File: src/rtl/quad_pos_cmp.sv
module quad_pos_cmp #(
  parameter int W       = 64,
  parameter bit OUT_REG = 1'b1
) (
  input  logic         clk,
  input  logic         rst_n,
  input  logic [W-1:0] fb_pos,
  input  logic [63:0]  tgt_pos,
  input  logic [31:0]  sec_pos,
  input  logic         sec_en,
  output logic         fb_ge,
  output logic         fb_lt,
  output logic         cmp_valid
);
  localparam int SH = W - 32;

  logic [W-1:0] a, b;
  logic [1:0]   qa, qb, qd;
  logic         ge_c, lt_c, vld_c;

  assign a  = sec_en ? (W'(sec_pos) << SH) : fb_pos;
  assign b  = sec_en ? (W'(tgt_pos[31:0]) << SH) : tgt_pos[W-1:0];
  assign qa = a[W-1:W-2];
  assign qb = b[W-1:W-2];
  assign qd = qa - qb;

  always_comb begin
    ge_c  = 1'b0;
    lt_c  = 1'b0;
    vld_c = 1'b1;
    case (qd)
      2'd0: begin ge_c = (a >= b); lt_c = (a < b); end
      2'd1: ge_c = 1'b1;
      2'd3: lt_c = 1'b1;
      default: vld_c = 1'b0;
    endcase
  end

  generate
    if (OUT_REG) begin : g_reg
      always_ff @(posedge clk or negedge rst_n) begin
        if (!rst_n) begin
          fb_ge     <= 1'b0;
          fb_lt     <= 1'b0;
          cmp_valid <= 1'b0;
        end else begin
          fb_ge     <= ge_c;
          fb_lt     <= lt_c;
          cmp_valid <= vld_c;
        end
      end
    end else begin : g_comb
      assign fb_ge     = ge_c;
      assign fb_lt     = lt_c;
      assign cmp_valid = vld_c;
    end
  endgenerate
endmodule

File: config.mk
export PLATFORM = sky130hd
export DESIGN_NAME = quad_pos_cmp
export DESIGN_NICKNAME = d
export VERILOG_FILES = /design/src/rtl/quad_pos_cmp.sv
export SDC_FILE = /design/constraint.sdc
export NUM_CORES = 1
export LEC_CHECK = 0
export BUFFER_PORTS_ARGS = -buffer_cell sky130_fd_sc_hd__buf_4
export CELL_PAD_IN_SITES_DETAIL_PLACEMENT = 0
export CELL_PAD_IN_SITES_GLOBAL_PLACEMENT = 2
export CORE_UTILIZATION = 21
export CTS_CLUSTER_DIAMETER = 40
export DETAILED_ROUTE_END_ITERATION = 8
export HOLD_SLACK_MARGIN = 0.02
export PLACE_DENSITY_LB_ADDON = 0.05
export SYNTH_ARGS = -nofsm -noshare
export SYNTH_HDL_FRONTEND = slang
export SYNTH_SLANG_ARGS = --single-unit
File: constraint.sdc
create_clock -name clk -period 0.8 [get_ports clk]
set_input_delay 0.16 -clock clk [delete_from_list [all_inputs] [get_ports clk]]
set_output_delay 0.16 -clock clk [all_outputs]
set_load 0.01 [all_outputs]
==> results.md, run 1 <==
- Leakage: 2.50 nW
- Post-Synth XOR/XNOR Area: 0%
- Total track usage: 14.8%
- Max-slew headroom: 78.3%
- Ant. Diodes: 0
- Setup crit end kind: flop
- Yosys warning count: 0
- Pin count of the biggest net entering global routing: 16
- Overflow after GRT: 0
- Min Tclk post-route: 2280 ps
- Fmax: 439 MHz
- Critical Path Max Stage Delay: 450 ps
- Data required time of the worst path: 950 ps
- Die Height: 115 um
- Cells after Synth: 325
- Vias per cell: 4.41
- Initial Util: 21.9%
- Sum Neg Setup Slack: -3730 ps
- DR WL/cell: 13.9 um
- DP HPWL: 8.20 mm
- Longest Clk Path Bufs: 2
- Mapped Nets: 553
- Row cnt: 40
- Crit Path Max Fanout: 7
- Tightest Hold Check Type: input pin to asynchronous set/reset pin
- Setup ws final: -1480 ps
- CP max stage cell: or4_4
- Status: finished, violations left
- Area of the core: 12200 um^2
- Boundary Pins: 166
- Final #Nets: 770
- Max Cap Viol: 0
- Compound-cell area share of the yosys netlist: 11.4%
- Area share of fa/ha/maj cells after synthesis: 30.4%
- Number of flops mapped to enable cells by yosys: 0
- Hold Slack: 272 ps
- Synth Register Bits: 3
- First-pass GRT wire length: 15.3 mm
- Drt pass-1 iters: 4
- Worst slew pin tran: 326 ps
- Worst Setup Start Kind: input pin
- Register area share after synthesis: 2.81%
- Root buf cell: clkbuf_16
- Via count of the first global-routing pass: 3284
- Endpoints failing setup: 6
- TritonCTS clock tree: yes
- Simple-Gate Fraction of Synth Area: 26.9%
- Total number of vias: 3124
- RSZ-0062 raised after global routing: yes
- Synthesized area per cell: 8.23 um^2
- Crit share post-route: 285%
- DRC violations left: 0
- Crit path from: sec_en
- Most frequent cell on the critical path: nand4_1
- H-Tree Depth: 1
- Library cells used by synthesis: 35
- Die area: 13200 um^2
- Maximum vdd drop: 0.000417 V
- Final Hold Vio Count: 0
- FILL cells: 1271
- Total CTS buffers: 3
- Area grow syn2layout: 92.0%
- PwrDens: 756 nW/um^2
- Top_reg_cell synth: dfrtp_1
- Clock tree sinks: 3
- CP Data Arrival Time: 2420 ps
- DRT iter0 DRCs: 44
- Routed Wire Length: 9.82 mm
- Largest family of logic cells by synthesized area: adder cells
- Crit-path cells: buf_16, buf_8, mux2_4, ha_4, nand4_1, nor4_4, nand4_1, or4_4, a22oi_2
- Global placement routability congestion: 0.722
- Layout cell share with drive strength beyond 1: 54.5%
- Mux cell area share after synthesis: 25.4%
- Die W: 115 um
- Initial antenna violation count: 0
- Worst setup path class: input pin to flop
- IO Port Bufs: 165
- Clock slew at reported path FFs: 30 ps
- ANT nets after route: 0
- Max Slew Vio Count: 0
- Mapped Area: 2680 um^2
- Post-synth ARST share: 100%
- Violations in the final reports: setup timing
[worst max path at each step]
stage	end	slack, ps	depth (start not counted)
5_1_grt	fb_lt$_DFF_PN0_	-1600	11
3_5_place_dp	fb_ge$_DFF_PN0_	-1840	12
3_3_place_gp	fb_ge$_DFF_PN0_	-1790	9
4_1_cts	fb_ge$_DFF_PN0_	-1500	10
2_1_floorplan	fb_ge$_DFF_PN0_	-1440	9
6_report	fb_ge$_DFF_PN0_	-1480	9
[registers in the layout, summed over array words and instances (netlist names)]
name       flops
fb_ge          1
fb_lt          1
cmp_valid      1
[per-stage QoR]
stage	worst slack, ps	utilization [%]	total power [W]	instances	area [um^2]
final	-1480	42.1	0.00388	709	5140
after global routing	-1600	42.1	0.00424	709	5140
after CTS	-1500	41.7	0.00388	708	5090
after detailed placement	-1840	37.1	0.00271	689	4540
after global placement	-1790	37.1	0.00271	689	4540
after floorplan	-1440	-	0.00152	325	2860
[placed cells by master (no fill, tap or decap), types with 2 or more instances in the layout]
master,n
nand3_1,6
mux2i_1,30
nor2_1,5
nand2_1,19
buf_6,6
mux2i_4,2
nand2_2,2
nand2b_4,4
mux2_2,25
dfrtp_1,3
a21o_1,2
buf_16,6
a211o_1,2
nor4_1,2
nand2b_1,29
nand4_1,9
o21ai_0,8
nor4_4,3
o21ai_1,2
buf_12,3
buf_8,3
a21oi_1,27
ha_4,15
mux2_4,6
buf_4,207
inv_1,8
ha_1,50
nor2b_1,32
clkbuf_16,3
[cell families (layout without fill, tap and decap cells)]
kind of cell / after synthesis / in the layout
AND/OR/NAND/NOR: 119 / 119
adder cells (fa/ha/maj): 65 / 65
multiplexers: 64 / 64
AO/OA/AOI/OAI: 52 / 52
buffers and inverters: 22 / 238
flip-flops: 3 / 3
[timing repair]
action,CTS,global route
endpoints found under the hold margin,3,0
setup endpoints to repair,6,6
gates cloned,5,0
buffers inserted,9,1
hold buffers,1,0
pin swaps,18,8
gates resized for setup,41,9
[per-layer routing]
| layer | global-route usage [%] | share of wire, % | wire length (um) | vias to the layer above |
|---|---|---|---|---|
| li1 | - | - | - | 1632 |
| met1 | 17.3 | 42 | 4100 | 1392 |
| met2 | 28.4 | 52 | 5110 | 94 |
| met3 | 2.06 | 5.5 | 541 | 6 |
| met4 | 2.60 | 0.73 | 72 | 0 |
| met5 | 0 | 0 | 0 | - |
[Yosys cell counts, types with 3 or more instances]
master / instances / share of area (%)
ha_1: 65 / 30
mux2i_1: 33 / 12
nand2b_1: 33 / 7.7
nor2b_1: 32 / 7.5
mux2_2: 31 / 13
a21oi_1: 28 / 5.2
nand2_1: 21 / 2.9
clkbuf_1: 12 / 1.7
nand4_1: 9 / 2.1
o21ai_0: 9 / 1.7
inv_1: 8 / 1.1
nand3_1: 6 / 1.1
nor2_1: 5 / 0.70
nor4_1: 4 / 0.93
dfrtp_1: 3 / 2.8
[cell type report]
class	instances	area, um^2	share of cell area, %
multi-input cells	300	2840	55.3
clock buffers	4	78.8	1.53
inverters	8	30.0	0.585
well taps	168	210	4.09
flip-flops and latches	3	75.1	1.46
repair buffers	226	1900	37.0
[critical path, delay by kind of cell]
family                   cells  cell delay, ps
multiplexers                 1             310
AND/OR/NAND/NOR              4            1240
adder cells (fa/ha/maj)      1             280
AO/OA/AOI/OAI                1             160
buffers and inverters        2             270
[report_power, final]
group	switching, W	internal, W	leakage (nW)	total (W)
Sequential	0.0000223	0.000185	0.0345	0.000208
Clock	0.000132	0.000657	0.0382	0.000789
Combinational	0.00115	0.00174	2.43	0.00289
Total	0.00130	0.00258	2.50	0.00388
Note: power is estimated with default switching activity, not from simulation.
==> run 2, diff against run 1 <==
- MAX_ROUTING_LAYER: not set -> met4
- SLEW_MARGIN: not set -> 20
==> results.md, run 2 (synthesized netlist as in run 1, its figures left out) <==
- Worst setup path class: input pin to flop
- Crit-path cells: buf_16, buf_8, mux2_4, ha_4, nand4_1, nor4_4, nand4_1, or4_4, a22oi_2
- GR Layer Usage met1: 17.6% (+0.25 points)
- DRT iter0 DRCs: 44 (unchanged)
- RSZ-0062 raised after global routing: yes
- Worst slew pin tran: 326 ps (unchanged)
- Layout cell share with drive strength beyond 1: 54.5% (unchanged)
- Most frequent cells in the layout: buf_4 (207), ha_1 (50), nor2b_1 (32)
- Leakage: 2.50 nW (unchanged)
- Initial antenna violation count: 0 (unchanged)
- Final #Nets: 770 (unchanged)
- Via count of the first global-routing pass: 3287 (+0.091%)
- Vias per cell: 4.42 (+0.26%)
- CP Data Arrival Time: 2420 ps (about the same)
- Overflow after GRT: 0 (unchanged)
- Pin count of the biggest net entering global routing: 16 (unchanged)
- Data required time of the worst path: 950 ps (about the same)
- Violations in the final reports: setup timing
- Total number of vias: 3132 (+0.26%)
- Total track usage: 15.2% (+0.46 points)
- CP max stage cell: or4_4
- TritonCTS clock tree: yes
- Max Cap Viol: 0 (unchanged)
- Min Tclk post-route: 2280 ps (+2.25 ps)
- Clock tree sinks: 3 (unchanged)
- Initial Util: 21.9% (unchanged)
- Inst Count DP: 689 (unchanged)
- Dpl cell area: 4540 um^2 (unchanged)
- DRC violations left: 0 (unchanged)
- Sum Neg Setup Slack: -3730 ps (-4.05 ps)
- Sw Ratio: 33.5% (about the same)
- Fmax: 439 MHz (about the same)
- Logic pwr share: 74.4% (about the same)
- First-pass GRT wire length: 15.3 mm (-0.14%)
- PwrDens: 756 nW/um^2 (about the same)
- Setup ws final: -1480 ps (-2.25 ps)
- Ant. Diodes: 0 (unchanged)
- Int Pwr: 0.00258 W (about the same)
- Met3 Usage GRT: 1.63% (-0.42 points)
- H-Tree Depth: 1 (unchanged)
- Seq pwr share: 5.3% (about the same)
- IO Port Bufs: 165 (unchanged)
- Total CTS buffers: 3 (unchanged)
- Psw: 0.00130 W (about the same)
- GR Layer Usage met2: 28.4% (unchanged)
- Area of the core: 12200 um^2 (unchanged)
- Crit Path Max Fanout: 7 (unchanged)
- Root buf cell: clkbuf_16
- Global placement routability congestion: 0.730 (+1.2%)
- Top Registers: cmp_valid: 1 flops, fb_ge: 1 flops, fb_lt: 1 flops
- Commonest non-fill, non-tap cell in the layout: buf_4
- Max Slew Vio Count: 0 (unchanged)
- Final Hold Vio Count: 0 (unchanged)
- Area grow syn2layout: 92.0% (unchanged)
- DR WL/cell: 13.8 um (about the same)
- Setup crit end kind: flop
- Crit share post-route: 285% (about the same)
- Critical Path Max Stage Delay: 450 ps (about the same)
- Boundary Pins: 166 (unchanged)
- Max-slew headroom: 78.3% (unchanged)
- Final Instance Area: 5140 um^2 (unchanged)
- Place WS: -1840 ps (unchanged)
- Row cnt: 40 (unchanged)
- Longest Clk Path Bufs: 2 (unchanged)
- DP HPWL: 8.20 mm (unchanged)
- Die area: 13200 um^2 (unchanged)
- Number of non-filler instances in the completed layout: 709 (unchanged)
- GR peak layer: met2
- Most frequent cell on the critical path: nand4_1
- ANT nets after route: 0 (unchanged)
- Die W: 115 um (unchanged)
- Endpoints failing setup: 6 (unchanged)
- Crit path from: sec_en
- Tightest Hold Check Type: input pin to asynchronous set/reset pin
- Total power: 0.00388 W (about the same)
- Worst Setup Start Kind: input pin
- Die Height: 115 um (unchanged)
- Routed Wire Length: 9.82 mm (about the same)
- Maximum vdd drop: 0.000417 V (about the same)
- Drt pass-1 iters: 4 (unchanged)
- Clock slew at reported path FFs: 30 ps (about the same)
- Clock network power share: 20.3% (about the same)
- Status: finished, violations left
[run 2: cell counts in the layout (fill, tap and decap cells not counted)]
Identical to the previous run, type by type.
[run 2: worst paths after layout]
check                      slack, ps                  end  cells past startpoint
setup / recovery               -1480      fb_ge$_DFF_PN0_                      9
hold / removal                   270      fb_lt$_DFF_PN0_                      2
max in group asynchronous        430  cmp_valid$_DFF_PN0_                      2
min in group clk                 530  cmp_valid$_DFF_PN0_                      5
[run 2: critical path: cells and delay by family]
family | cells | cell delay, ps
and+or+nand+nor | 4 | 1240
muxes | 1 | 310
adders and majority gates | 1 | 280
buffers and inverters | 2 | 270
AOI/OAI and AO/OA | 1 | 160
[run 2: area by class of cell]
cell class / instances / area (um^2)
tap: 168 / 210
sequential: 3 / 75.1
multi-input combinational: 300 / 2840
clock buffer: 4 / 78.8
fill: 1271 / 7070
timing repair buffer: 226 / 1900
inverter: 8 / 30.0
[run 2: routing by layer]
metal,share of wire (%),wire length (um)
met1,42,4130
met2,52,5120
met3,5.1,497
met4,0.73,72
met5,0,0
[run 2: timing repair]
item	in CTS	in global routing
pin swaps	18	8
gates cloned	5	0
resized for setup	41	9
endpoints found under the setup margin	6	6
hold buffers	1	0
hold endpoints to repair	3	0
setup buffers	9	1
[run 2: through the flow]
stage	hold slack, ps	util, %
after floorplan	-136	-
after global placement	-43.3	37.1
after detailed placement	-42.6	37.1
after CTS	271	41.7
after global routing	275	42.1
final	272	42.1
[run 2: power by group through the flow]
stage               combinational, W  sequential [W]  clock [W]
finish                       0.00289        0.000208   0.000789
global route                 0.00321        0.000211   0.000816
CTS                          0.00288        0.000210   0.000797
detailed placement           0.00250        0.000205          0
global placement             0.00250        0.000206          0
floorplan                    0.00131        0.000212          0
==> run 3, diff against run 2 <==
- ABC_AREA: not set -> 1
- CORE_MARGIN: not set -> 8
- CORE_UTILIZATION: 21 -> 19
==> results.md, run 3 <==
- Library cells used by synthesis: 24 (-31%)
- Row cnt: 44 (+10%)
- Setup ws final: -936 ps (+543 ps)
- Die Height: 138 um (+20%)
- Violations in the final reports: setup timing
- Worst Setup Start Kind: input pin
- Commonest non-fill, non-tap cell in the layout: nand2_1
- Total CTS buffers: 3 (unchanged)
- Cells after Synth: 497 (+53%)
- Final #Nets: 928 (+21%)
- Number of flops mapped to enable cells by yosys: 0 (unchanged)
- Worst setup path class: input pin to flop
- TritonCTS clock tree: yes
- Via count of the first global-routing pass: 4047 (+23%)
- Largest area contributor in the netlist: ha_1
- Final Instance Area: 5040 um^2 (-1.9%)
- Synth top area share: 28.8% (-1.6 points)
- DP HPWL: 9.76 mm (+19%)
- Total number of vias: 3645 (+16%)
- Max-slew headroom: 86.0% (+7.7 points)
- Area grow syn2layout: 78.3%
- Most instantiated cells after synthesis: nand2_1 (209), ha_1 (65), inv_1 (61)
- Compound-cell area share of the yosys netlist: 6.86% (-4.5 points)
- Fmax: 576 MHz (+31%)
- Initial Util: 19.4% (-2.5 points)
- Global placement routability congestion: 0.742 (+1.6%)
- Crit Path Max Fanout: 8 (+1)
- Dpl cell area: 4580 um^2 (+0.97%)
- Endpoints failing setup: 6 (unchanged)
- DR WL/cell: 13.1 um (-5.5%)
- Synthesized area per cell: 5.69 um^2 (-31%)
- Area of the core: 14500 um^2 (+19%)
- Register area share after synthesis: 2.66% (-0.15 points)
- Tightest Hold Check Type: input pin to asynchronous set/reset pin
- Area contributors post-synth: ha_1 (29%), nand2_1 (28%), mux2i_1 (11%), inv_1 (8.1%), nor2_1 (6.8%)
- Total power: 0.00380 W (-2.2%)
- CP Data Arrival Time: 1850 ps (-570 ps)
- IO Port Bufs: 165 (unchanged)
- Yosys warning count: 0 (unchanged)
- Most frequent cells in the layout: nand2_1 (207), buf_4 (197), ha_1 (62)
- PwrDens: 754 nW/um^2 (-0.27%)
- Mapped Nets: 725 (+31%)
- DRC violations left: 0 (unchanged)
- RSZ-0062 raised after global routing: yes
- Clock tree sinks: 3 (unchanged)
- Area share of fa/ha/maj cells after synthesis: 28.8% (-1.6 points)
- Mapped Area: 2830 um^2 (+5.6%)
- Worst slew pin tran: 205 ps (-121 ps)
- Longest Clk Path Bufs: 2 (unchanged)
- Simple-Gate Fraction of Synth Area: 39.6% (+13 points)
- Die W: 138 um (+20%)
- Root buf cell: clkbuf_16
- Overflow after GRT: 0 (unchanged)
- Initial antenna violation count: 0 (unchanged)
- Post-synth ARST share: 100% (unchanged)
- Largest family of logic cells by synthesized area: simple AND/OR/NAND/NOR gates
- Pin count of the biggest net entering global routing: 38 (+22)
- Vias per cell: 4.13 (-6.6%)
- Clock slew at reported path FFs: 30 ps (about the same)
- Crit share post-route: 217% (-68 points)
- Boundary Pins: 166 (unchanged)
- Routed Wire Length: 11.6 mm (+18%)
- Top Registers: cmp_valid: 1 flops, fb_ge: 1 flops, fb_lt: 1 flops
- Final Hold Vio Count: 0 (unchanged)
- Setup crit end kind: flop
- Layout cell share with drive strength beyond 1: 36.3% (-18 points)
- Die area: 19000 um^2 (+44%)
- Count leader, synth: nand2_1
- Post-Synth XOR/XNOR Area: 0.310% (+0.31 points)
- Leakage: 2.97 nW (+19%)
- Mux cell area share after synthesis: 10.6% (-15 points)
- Status: finished, violations left
- ANT nets after route: 0 (unchanged)
- Max Cap Viol: 0 (unchanged)
- H-Tree Depth: 1 (unchanged)
- Ant. Diodes: 0 (unchanged)
- DRT iter0 DRCs: 95 (+120%)
- Data required time of the worst path: 910 ps (-40 ps)
- First-pass GRT wire length: 18.4 mm (+20%)
- Drt pass-1 iters: 6 (+2)
- Min Tclk post-route: 1740 ps (-543 ps)
- Total track usage: 12.2% (-3.0 points)
- Top_reg_cell synth: dfrtp_1
- Max Slew Vio Count: 0 (unchanged)
- Maximum vdd drop: 0.000403 V (-3.3%)
- Synth Register Bits: 3 (unchanged)
==> run 3: logic make-up after synthesis <==
kind of cell / after synthesis
muxes: 30
buffers and inverters: 80
DFF: 3
xor gates and xnor gates: 1
adders and majority gates: 65
and+or+nand+nor: 282
AOI/OAI and AO/OA: 36
==> run 3: report_power, final <==
group | switching (W) | total (W) | leakage [nW] | internal, W
Combinational | 0.00125 | 0.00279 | 2.90 | 0.00155
Sequential | 0.0000228 | 0.000210 | 0.0352 | 0.000187
Clock | 0.000138 | 0.000796 | 0.0382 | 0.000658
Total | 0.00141 | 0.00380 | 2.97 | 0.00239
==> run 3: metal layers <==
metal	global-route usage (%)	up-vias	share of wire (%)	wire [um]
met4	1.55	0	0.40	46
met1	14.2	1560	44	5090
met2	22.4	98	51	5850
li1	-	1983	-	-
met5	-	-	0	0
met3	1.38	4	4.9	566
==> run 3: area by class of cell <==
cell class / instances / area, um^2
Clock buffer: 4 / 78.8
Fill cell: 1642 / 9490
Inverter: 62 / 245
Multi-Input combinational cell: 414 / 2570
Sequential cell: 3 / 75.1
Tap cell: 184 / 230
Timing Repair Buffer: 216 / 1840
==> run 3: per-stage QoR <==
stage,setup TNS (ps),setup slack (ps),utilization (%),hold slack (ps),cells
finish,-2680,-936,34.7,273,883
global route,-3170,-1120,34.7,276,883
CTS,-2750,-992,33.4,264,878
detailed placement,-3510,-1330,31.5,-43.3,867
global placement,-3440,-1310,31.5,-43.4,867
floorplan,-2570,-971,-,-136,497
==> run 3: what timing repair did <==
action                                  in CTS  in global routing
endpoints found under the setup margin       6                  6
cloned                                       2                  2
endpoints found under the hold margin        3                  0
resized for setup                           19                 33
hold buffers                                 1                  0
setup buffers                                4                  3
pin swaps                                    8                 16
==> run 3: critical path, cell delays in order <==
cell     delay [ps]
buf_16          140
buf_12          150
buf_12          120
buf_6           100
mux2i_1         180
ha_1            240
nand2_1          90
nor2_1           40
nor2_1          100
nand2_1          60
nand2_1          60
nand2_2          60
a21oi_2         140
nand3_1          80
nand2_1          70
nand2_1          50
==> run 3: final timing paths <==
path / endpoint / slack (ps) / startpoint
hold / removal: fb_lt$_DFF_PN0_ / 270 / rst_n
min in group clk: fb_ge$_DFF_PN0_ / 480 / tgt_pos[62]
setup / recovery: fb_ge$_DFF_PN0_ / -940 / sec_en
max in group asynchronous: cmp_valid$_DFF_PN0_ / 430 / rst_n
